$ cat src/rtl/fps_pkg.sv
package fps_pkg;
    localparam int unsigned FP_SLOTS   = 8;
    localparam int unsigned FP_WORD_W  = 32;
    localparam int unsigned FP_PAR_BIT = 0;

    typedef enum logic {
        SPL_EMPTY = 1'b0,
        SPL_ISSUE = 1'b1
    } spl_state_e;
endpackage

$ cat src/rtl/fps_group_end.sv
module fps_group_end #(
    parameter int unsigned SLOTS = 8,
    localparam int unsigned IDX_W = $clog2(SLOTS)
) (
    input  logic [SLOTS-1:0] par_flags,
    input  logic [IDX_W-1:0] start,
    output logic [IDX_W-1:0] end_slot,
    output logic [IDX_W:0]   count,
    output logic             final_grp
);
    // Lowest slot at or after start whose chain flag is clear, or the top slot.
    always_comb begin
        end_slot = IDX_W'(SLOTS - 1);
        for (int j = SLOTS - 1; j >= 0; j--) begin
            if ((IDX_W'(j) >= start) &&
                ((j == SLOTS - 1) || !par_flags[j])) begin
                end_slot = IDX_W'(j);
            end
        end
    end

    always_comb begin
        count     = {1'b0, end_slot} - {1'b0, start} + (IDX_W+1)'(1);
        final_grp = (end_slot == IDX_W'(SLOTS - 1));
    end
endmodule

$ cat src/rtl/fps_lane_pack.sv
module fps_lane_pack #(
    parameter int unsigned SLOTS  = 8,
    parameter int unsigned WORD_W = 32,
    localparam int unsigned IDX_W = $clog2(SLOTS),
    localparam int unsigned PKT_W = SLOTS * WORD_W
) (
    input  logic [PKT_W-1:0]       pkt,
    input  logic [IDX_W-1:0]       start,
    input  logic [IDX_W:0]         count,
    input  logic                   enable,
    output logic [SLOTS-1:0]       lane_mask,
    output logic [PKT_W-1:0]       lane_words,
    output logic [SLOTS*IDX_W-1:0] lane_idx
);
    for (genvar k = 0; k < SLOTS; k++) begin : g_lane
        logic [IDX_W:0] src;
        logic           used;

        always_comb begin
            src  = {1'b0, start} + (IDX_W+1)'(k);
            used = enable && ((IDX_W+1)'(k) < count);
        end

        always_comb begin
            lane_mask[k] = used;
            if (used) begin
                lane_words[k*WORD_W +: WORD_W] = pkt[src[IDX_W-1:0]*WORD_W +: WORD_W];
                lane_idx[k*IDX_W +: IDX_W]     = src[IDX_W-1:0];
            end else begin
                lane_words[k*WORD_W +: WORD_W] = '0;
                lane_idx[k*IDX_W +: IDX_W]     = '0;
            end
        end
    end
endmodule

$ cat src/rtl/fp_splitter.sv
module fp_splitter
    import fps_pkg::*;
#(
    parameter int unsigned SLOTS   = FP_SLOTS,
    parameter int unsigned WORD_W  = FP_WORD_W,
    parameter int unsigned PAR_BIT = FP_PAR_BIT,
    localparam int unsigned IDX_W  = $clog2(SLOTS),
    localparam int unsigned PKT_W  = SLOTS * WORD_W
) (
    input  logic                   clk,
    input  logic                   rst,
    input  logic                   in_valid,
    output logic                   in_ready,
    input  logic [PKT_W-1:0]       in_packet,
    output logic                   out_valid,
    output logic [SLOTS-1:0]       out_mask,
    output logic [PKT_W-1:0]       out_words,
    output logic [SLOTS*IDX_W-1:0] out_slot_idx,
    output logic                   out_last
);
    spl_state_e       state_q, state_d;
    logic [PKT_W-1:0] hold_q;
    logic [IDX_W-1:0] ptr_q, ptr_d;
    logic             load;

    logic [SLOTS-1:0] par_flags;
    logic [IDX_W-1:0] grp_end;
    logic [IDX_W:0]   grp_count;
    logic             grp_final;
    logic             issuing;

    for (genvar s = 0; s < SLOTS; s++) begin : g_par
        assign par_flags[s] = hold_q[s*WORD_W + PAR_BIT];
    end

    fps_group_end #(.SLOTS(SLOTS)) u_end (
        .par_flags (par_flags),
        .start     (ptr_q),
        .end_slot  (grp_end),
        .count     (grp_count),
        .final_grp (grp_final)
    );

    assign issuing = (state_q == SPL_ISSUE);

    fps_lane_pack #(.SLOTS(SLOTS), .WORD_W(WORD_W)) u_pack (
        .pkt        (hold_q),
        .start      (ptr_q),
        .count      (grp_count),
        .enable     (issuing),
        .lane_mask  (out_mask),
        .lane_words (out_words),
        .lane_idx   (out_slot_idx)
    );

    // State register, held packet and slot pointer.
    always_ff @(posedge clk) begin
        if (rst) begin
            state_q <= SPL_EMPTY;
            ptr_q   <= '0;
            hold_q  <= '0;
        end else begin
            state_q <= state_d;
            ptr_q   <= ptr_d;
            if (load) hold_q <= in_packet;
        end
    end

    // Next-state: EMPTY_LOAD, ADVANCE, RELOAD, DRAIN.
    always_comb begin
        state_d = state_q;
        ptr_d   = ptr_q;
        load    = 1'b0;
        unique case (state_q)
            SPL_EMPTY: begin
                if (in_valid) begin
                    load    = 1'b1;
                    ptr_d   = '0;
                    state_d = SPL_ISSUE;
                end
            end
            SPL_ISSUE: begin
                if (grp_final) begin
                    ptr_d = '0;
                    if (in_valid) begin
                        load    = 1'b1;
                        state_d = SPL_ISSUE;
                    end else begin
                        state_d = SPL_EMPTY;
                    end
                end else begin
                    ptr_d = grp_end + IDX_W'(1);
                end
            end
            default: begin
                state_d = SPL_EMPTY;
                ptr_d   = '0;
            end
        endcase
    end

    // Outputs.
    always_comb begin
        in_ready  = 1'b1;
        out_valid = 1'b0;
        out_last  = 1'b0;
        unique case (state_q)
            SPL_EMPTY: begin
                in_ready  = 1'b1;
                out_valid = 1'b0;
                out_last  = 1'b0;
            end
            SPL_ISSUE: begin
                in_ready  = grp_final;
                out_valid = 1'b1;
                out_last  = grp_final;
            end
            default: begin
                in_ready  = 1'b1;
                out_valid = 1'b0;
                out_last  = 1'b0;
            end
        endcase
    end

    logic [IDX_W+1:0] reach;
    assign reach = (IDX_W+2)'(out_slot_idx[IDX_W-1:0]) + (IDX_W+2)'($countones(out_mask));


    ready_when_idle_chk: assert property (@(posedge clk) disable iff (rst)
        !out_valid |-> in_ready);


    stall_mid_packet_chk: assert property (@(posedge clk) disable iff (rst)
        (out_valid && !out_last) |-> !in_ready);


    mask_packed_low_chk: assert property (@(posedge clk) disable iff (rst)
        out_valid |-> ((out_mask != '0) && ((out_mask & (out_mask + SLOTS'(1))) == '0)));


    last_reaches_top_chk: assert property (@(posedge clk) disable iff (rst)
        out_valid |-> (out_last == (reach == (IDX_W+2)'(SLOTS))));


    accept_then_issue_chk: assert property (@(posedge clk) disable iff (rst)
        (in_valid && in_ready) |=> out_valid);


    groups_back_to_back_chk: assert property (@(posedge clk) disable iff (rst)
        (out_valid && !out_last) |=> (out_valid &&
            ((IDX_W+2)'(out_slot_idx[IDX_W-1:0]) == $past(reach))));
endmodule

$ cat config.mk
export PLATFORM = sky130hd
export DESIGN_NAME = fp_splitter
export DESIGN_NICKNAME = d
export VERILOG_FILES = /design/src/rtl/fps_pkg.sv /design/src/rtl/fps_group_end.sv /design/src/rtl/fps_lane_pack.sv /design/src/rtl/fp_splitter.sv
export SDC_FILE = /design/constraint.sdc
export NUM_CORES = 1
export LEC_CHECK = 0
export BUFFER_PORTS_ARGS = -buffer_cell sky130_fd_sc_hd__buf_4
export CAP_MARGIN = 20
export CORE_AREA = 8 8 206 208
export DETAILED_ROUTE_END_ITERATION = 8
export DIE_AREA = 0 0 214 216
export PLACE_DENSITY = 0.77
export SLEW_MARGIN = 20
export SYNTH_ARGS = -nofsm -noshare
export SYNTH_HDL_FRONTEND = slang
export SYNTH_SLANG_ARGS = --single-unit
$ cat constraint.sdc
create_clock -name clk -period 5.95 [get_ports clk]
set_input_delay 1.19 -clock clk [delete_from_list [all_inputs] [get_ports clk]]
set_output_delay 1.19 -clock clk [all_outputs]
set_load 0.01 [all_outputs]
After elaboration in Yosys (flattened, before gate mapping)
Cells that the tools add are included.
Word-level totals
  flip-flop bits (word level): 260
  input port bits: 259
  output and inout bits: 291
  logic and storage cells: 95
Cells by class
  add/sub/neg operators: 10
  $lt $le $gt $ge: 15
  equality and inequality tests: 2
  shift operators: 8
  mux-type cells: 34
  bitwise gates (word level): 1
  reductions and logical operators: 22
Operators with widths (count)
  indexed part select 256 x 9 -> 32 bit: 8
  2-to-1 mux 32 bit: 8
  2-to-1 mux 3 bit: 16
  less-than comparator 3 x 4 -> 1 bit (first input constant): 4
  logical AND 1 bit: 15
  adder 3 bit (second input constant): 4
  one-hot mux 1 bit (2 select lines): 5
  greater-or-equal comparator 3 bit (first input constant): 3
  less-than comparator 1 x 4 -> 1 bit (first input constant): 2
  less-than comparator 2 x 4 -> 1 bit (first input constant): 2
  logical NOT 1 bit: 7
  adder 3 x 1 -> 3 bit (second input constant): 2
  adder 3 x 2 -> 3 bit (second input constant): 2
  greater-or-equal comparator 1 x 3 -> 1 bit (first input constant): 2
  greater-or-equal comparator 2 x 3 -> 1 bit (first input constant): 2
  one-hot mux 3 bit (2 select lines): 1
  adder 4 x 1 -> 4 bit (second input constant): 1
  2-to-1 mux 1 bit: 4
  subtractor 3 x 3 -> 4 bit: 1
  equality test 3 bit (second input constant): 1
  != test 2 bit (second input constant): 1
  inverter 1 bit: 1

Logic depth before layout (Yosys ltp)
  depth in word-level cells: 14
  gate-level depth with buffers: 20
  gate-level depth less buffers: 15

Hierarchy
Synthesis repeated with hierarchy kept, for this count alone.
Second synthesis, totals
  cells, all modules: 2128
  area total of the unflattened synthesis: 20598.5 um^2
Modules (own cells, without submodules)
  fps_lane_pack: instances 1, cells an instance 905, area an instance 10247.3 um^2, sequential area each 0.0 um^2
  fp_splitter: instances 1, cells an instance 1187, area an instance 10068.4 um^2, sequential area each 5205.0 um^2
  fps_group_end: instances 1, cells an instance 36, area an instance 282.8 um^2, sequential area each 0.0 um^2

Least setup slack after synthesis
OpenSTA, ideal clock, no wires.
  path type: flip-flop to output port
  start point: register ptr_q[1]
  end point: output out_mask[0]
  arrival: 4117 ps
  required time: 4760 ps
  path slack: 643 ps
  stages on the path, launching flop included: 20
  buffers on the path: 6
  cells stage by stage: dfxtp_1 buf_2 buf_2 buf_2 inv_1 ha_1 a211o_1 a21boi_0 o21ai_0 ha_1 inv_1 ha_1 fa_1 clkbuf_1 o31ai_4 inv_2 a21oi_4 buf_2 inv_2 buf_4
On the way
  longest elaborated chain between the ends: 13
  elaborated cells on any way between the ends: 25
  classes of those cells: add/sub: 2; order compare: 8; mux: 7; reduce/logical: 8
RTL lines
  start, declared: line fp_splitter.sv:23  | logic [IDX_W-1:0] ptr_q, ptr_d;
  start signal, assigned: line fp_splitter.sv:64  | ptr_q <= ptr_d;
  greater-or-equal comparator 3 bit: line fps_group_end.sv:15  | if ((IDX_W'(j) >= start) &&
  logical AND 1 bit: line fps_group_end.sv:15
  2-to-1 mux 1 bit: line fps_group_end.sv:15
  2-to-1 mux 3 bit (6 in series): line fps_group_end.sv:15
  subtractor 3 x 3 -> 4 bit *: line fps_group_end.sv:23  | count = {1'b0, end_slot} - {1'b0, start} + (IDX_W+1)'(1);
  adder 4 x 1 -> 4 bit *: line fps_group_end.sv:23
  less-than comparator 1 x 4 -> 1 bit *: line fps_lane_pack.sv:21  | used = enable && ((IDX_W+1)'(k) < count);
  logical AND 1 bit *: line fps_lane_pack.sv:21
  end, declared: line fp_splitter.sv:16  | output logic [SLOTS-1:0] out_mask,
Every way passes the cells marked *; elsewhere a longest branch is shown, timed or not.

Worst setup path after layout
  start point: register ptr_q[1]
  end point: output out_words[52]
On the way
  longest elaborated chain between the ends: 14
  elaborated cells on any way between the ends: 28
  classes of those cells: add/sub: 3; order compare: 8; shift: 1; mux: 8; reduce/logical: 8
RTL lines
  greater-or-equal comparator 3 bit: line fps_group_end.sv:15
  logical AND 1 bit: line fps_group_end.sv:15
  2-to-1 mux 1 bit: line fps_group_end.sv:15
  2-to-1 mux 3 bit (6 in series): line fps_group_end.sv:15
  subtractor 3 x 3 -> 4 bit: line fps_group_end.sv:23
  adder 4 x 1 -> 4 bit: line fps_group_end.sv:23
  less-than comparator 1 x 4 -> 1 bit: line fps_lane_pack.sv:21
  logical AND 1 bit: line fps_lane_pack.sv:21
  2-to-1 mux 32 bit *: line fps_lane_pack.sv:26  | if (used) begin
  end, declared: line fp_splitter.sv:17  | output logic [PKT_W-1:0] out_words,
Marked as above.

==> run_results.csv <==
group,metric,value,unit
status,outcome,"completed",
worst_setup_path,cp-start-kind,"flip-flop",
synth,ys_seq_elements,260,
synth,syn_inst,2329,
global_routing,grt.met1_usage,39.5,%
worst_setup_path,reg2reg_depth,13,
floorplan,fp.dieW,214,µm
placement,port-buffer-count,549,
detailed_routing,drc,0,
placement,hpwl,56.0,mm
clocking,cts_buffers,31,
global_routing,grt_max_degree,153,
worst_setup_path,path_common_cell,"ha_1",
timing,rsz0062_at_grt,"no",
hold_path,hp-class,"flip-flop to flip-flop",
detailed_routing,ant_nets,0,
timing,clock.fmax,0.175,GHz
floorplan,core.rowCount,73,
clocking,cts_tree,"yes",
worst_setup_path,crit_slowest_cell,"fa_2",
timing,period_share,95.9,%
clocking,cts.reportedPaths.clkPinSlew,0.06,ns
timing,hold_slack,0.497,ns
synth,async_flop_share,0,%
global_routing,grt_pass1_vias,20039,
hold_path,hold_path_end,"hold_q[20]$_SDFFE_PP0P_",
synth,yosys_warnings,0,
power_and_ir_drop,pwr_density_cell,212,mW/mm²
flow_run,max-cap-violations,0,
floorplan,initial_core_util,49.4,%
detailed_routing,routedWlPerCell,24.5,µm
layout,final_common_cell,"nand2_1",
clocking,cts-root-buf,"clkbuf_16",
layout,area_growth,27.5,%
placement,gp_congestion,0.994,
worst_setup_path,worstPathRequired,4.76,ns
clocking,clk_path_buf_depth,3,
global_routing,grt-ovfl-total,0,
detailed_routing,drt_iter0_drc,2471,
synth,syn_area,0.0193,mm²
global_routing,gr-usage-met2,52.3,%
clocking,clk_latency,0.57,ns
detailed_routing,routed_via_density,6.31,
timing,finalHoldViolCount,0,
worst_setup_path,end_kind,"primary output",
layout,multi_input_area,0.0131,mm²
timing,relSlewSlack,24.5,%
timing,totalNegativeSetupSlack,0,ns
timing,maxSlewViolCount,0,
hold_path,whs_path_depth,2,
worst_setup_path,worstPathCellList,"inv_1 > ha_1 > a211o_1 > a221o_1 > a21oi_1 > ha_1 > ha_1 > fa_2 > o31ai_4 > buf_6 > a21oi_1 > buf_4",
worst_setup_path,worst-r2r-setup-slack,1.95,ns
layout,n_fill_cell,3341,
timing,finalSetupViolCount,0,
synth,synth_edf_count,0,
detailed_routing,wl,80.2,mm
floorplan,ios,550,
layout,final_cell_mix,"899 x nand2_1, 576 x buf_4, 453 x a21oi_1",
synth,yosysSeqAreaShare,26.9,%
worst_setup_path,slowest_delay,0.54,ns
worst_setup_path,critical_path_class,"flip-flop to primary output",
timing,post-route-min-period,5.70,ns
floorplan,die-area,0.0462,mm²
floorplan,die_y,216,µm
worst_setup_path,r2r_start,"ptr_q[0]$_SDFFE_PP0P_",
power_and_ir_drop,ir_drop,0.234,mV
layout,drive_gt1_share,33.7,%
clocking,htree_levels,1,
timing,tightest_slew,1.13,ns
global_routing,grtUsageTotal,32.4,%
floorplan,core_area,0.0392,mm²
global_routing,antenna_found_initial,0,
global_routing,grt.busiest_layer,"met2",
worst_setup_path,timing.rr.end,"hold_q[234]$_SDFFE_PP0P_",
worst_setup_path,arrival,4.51,ns
layout,seqCellArea,0.00522,mm²
detailed_routing,drt-pass1-iter-count,6,
synth,ys_types,41,
worst_setup_path,critPathMaxFanout,34,
synth,syn_nets,2603,
global_routing,grtUsageMet3,7.27,%
detailed_routing,via_count,20622,
hold_path,hold_start,"hold_q[20]$_SDFFE_PP0P_",
synth,synth_area_per_cell,8.31,µm²
timing,finalClockSkew,0.0117,ns
clocking,cts.sinks,260,
synth,yosys_most_used_dff,"dfxtp_1",
power_and_ir_drop,p_leak,9.08,nW
global_routing,grt_pass1_wl,119,mm
layout,layout.nets,2996,
==> synth_stat cells (3+ instances only) <==
cell type / count / area [µm²]
mux2i_1: 64 / 641
clkbuf_1: 83 / 312
a21oi_1: 453 / 2270
buf_4: 38 / 285
mux4_2: 256 / 5770
dfxtp_1: 260 / 5200
nand2_1: 900 / 3380
inv_1: 13 / 48.8
inv_2: 4 / 15.0
nor3_1: 3 / 15.0
buf_2: 97 / 485
nand2b_1: 5 / 31.3
nor2_1: 91 / 342
buf_1: 15 / 56.3
ha_1: 14 / 175
==> worst max-delay path: cells and delay by family, from the launching register on <==
family	cells	cell delay, ns
AO/OA/AOI/OAI	5	1.46
buffers and inverters	3	0.89
flip-flops	1	0.38
adder cells (fa/ha/maj)	4	1.21
==> metal layers <==
layer | wire (µm) | vias up | share of wire (%)
met5 | 0 | - | 0
met4 | 5440 | 0 | 6.8
met3 | 9050 | 305 | 11
met2 | 37200 | 1493 | 46
met1 | 28500 | 9905 | 35
li1 | - | 8919 | -
==> repair_timing <==
action | in CTS | in global routing
cloned | 0 | 1
hold buffers | 0 | 0
endpoints found under the setup margin | 7 | 263
buffers inserted | 0 | 4
resized for setup | 1 | 4
==> power by group <==
group          switching (mW)  internal, mW  total (mW)
Clock                   0.766          1.13        1.89
Sequential              0.125          1.84        1.97
Combinational           0.748         0.632        1.38
==> stage by stage <==
step / instance area, µm² / setup slack [ns] / utilization [%] / power (mW) / std cells
6_report: 24700 / 0.247 / 63.0 / 5.24 / 3270
5_1_grt: 24700 / 0.0223 / 62.9 / 5.42 / 3269
4_1_cts: 24600 / 0.00510 / 62.7 / 5.21 / 3264
3_5_place_dp: 23500 / 0.519 / 60.1 / 3.34 / 3209
3_3_place_gp: 23500 / 0.581 / 60.1 / 3.30 / 3209
2_1_floorplan: 19300 / 0.643 / - / 2.87 / 2329
==> sequential cells by signal, indices dropped and copies added (netlist names) <==
signal	cells
issuing	1
ptr_q	3
hold_q	256
==> worst max path at each step <==
stage / start / slack [ns] / to / cells after the start
6_report: ptr_q[1]$_SDFFE_PP0P_ / 0.25 / out_words[52] / 12
4_1_cts: ptr_q[2]$_SDFFE_PP0P_ / 0.005 / out_slot_idx[0] / 15
5_1_grt: ptr_q[1]$_SDFFE_PP0P_ / 0.02 / out_words[176] / 16
3_5_place_dp: ptr_q[2]$_SDFFE_PP0P_ / 0.52 / out_words[52] / 13
3_3_place_gp: ptr_q[2]$_SDFFE_PP0P_ / 0.58 / out_words[52] / 13
2_1_floorplan: ptr_q[1]$_SDFFE_PP0P_ / 0.64 / out_mask[0] / 19
==> area by class of cell <==
cell class              count  share of cell area [%]
clock buffers              49                    3.87
flip-flops and latches    260                    21.1
diodes                      1                  0.0101
multi-input cells        1819                    53.0
repair buffers            593                    18.8
inverters                  17                   0.259
well taps                 525                    2.66
clock inverters             6                   0.223
==> cell families after synthesis <==
family                   share of synthesized area (%)
AO/OA/AOI/OAI                                     12.7
flip-flops                                        26.9
multiplexers                                      33.1
buffers and inverters                             6.22
XOR/XNOR                                         0.265
AND/OR/NAND/NOR                                   19.8
adder cells (fa/ha/maj)                           1.01
Power figures use the tool's default switching activity.
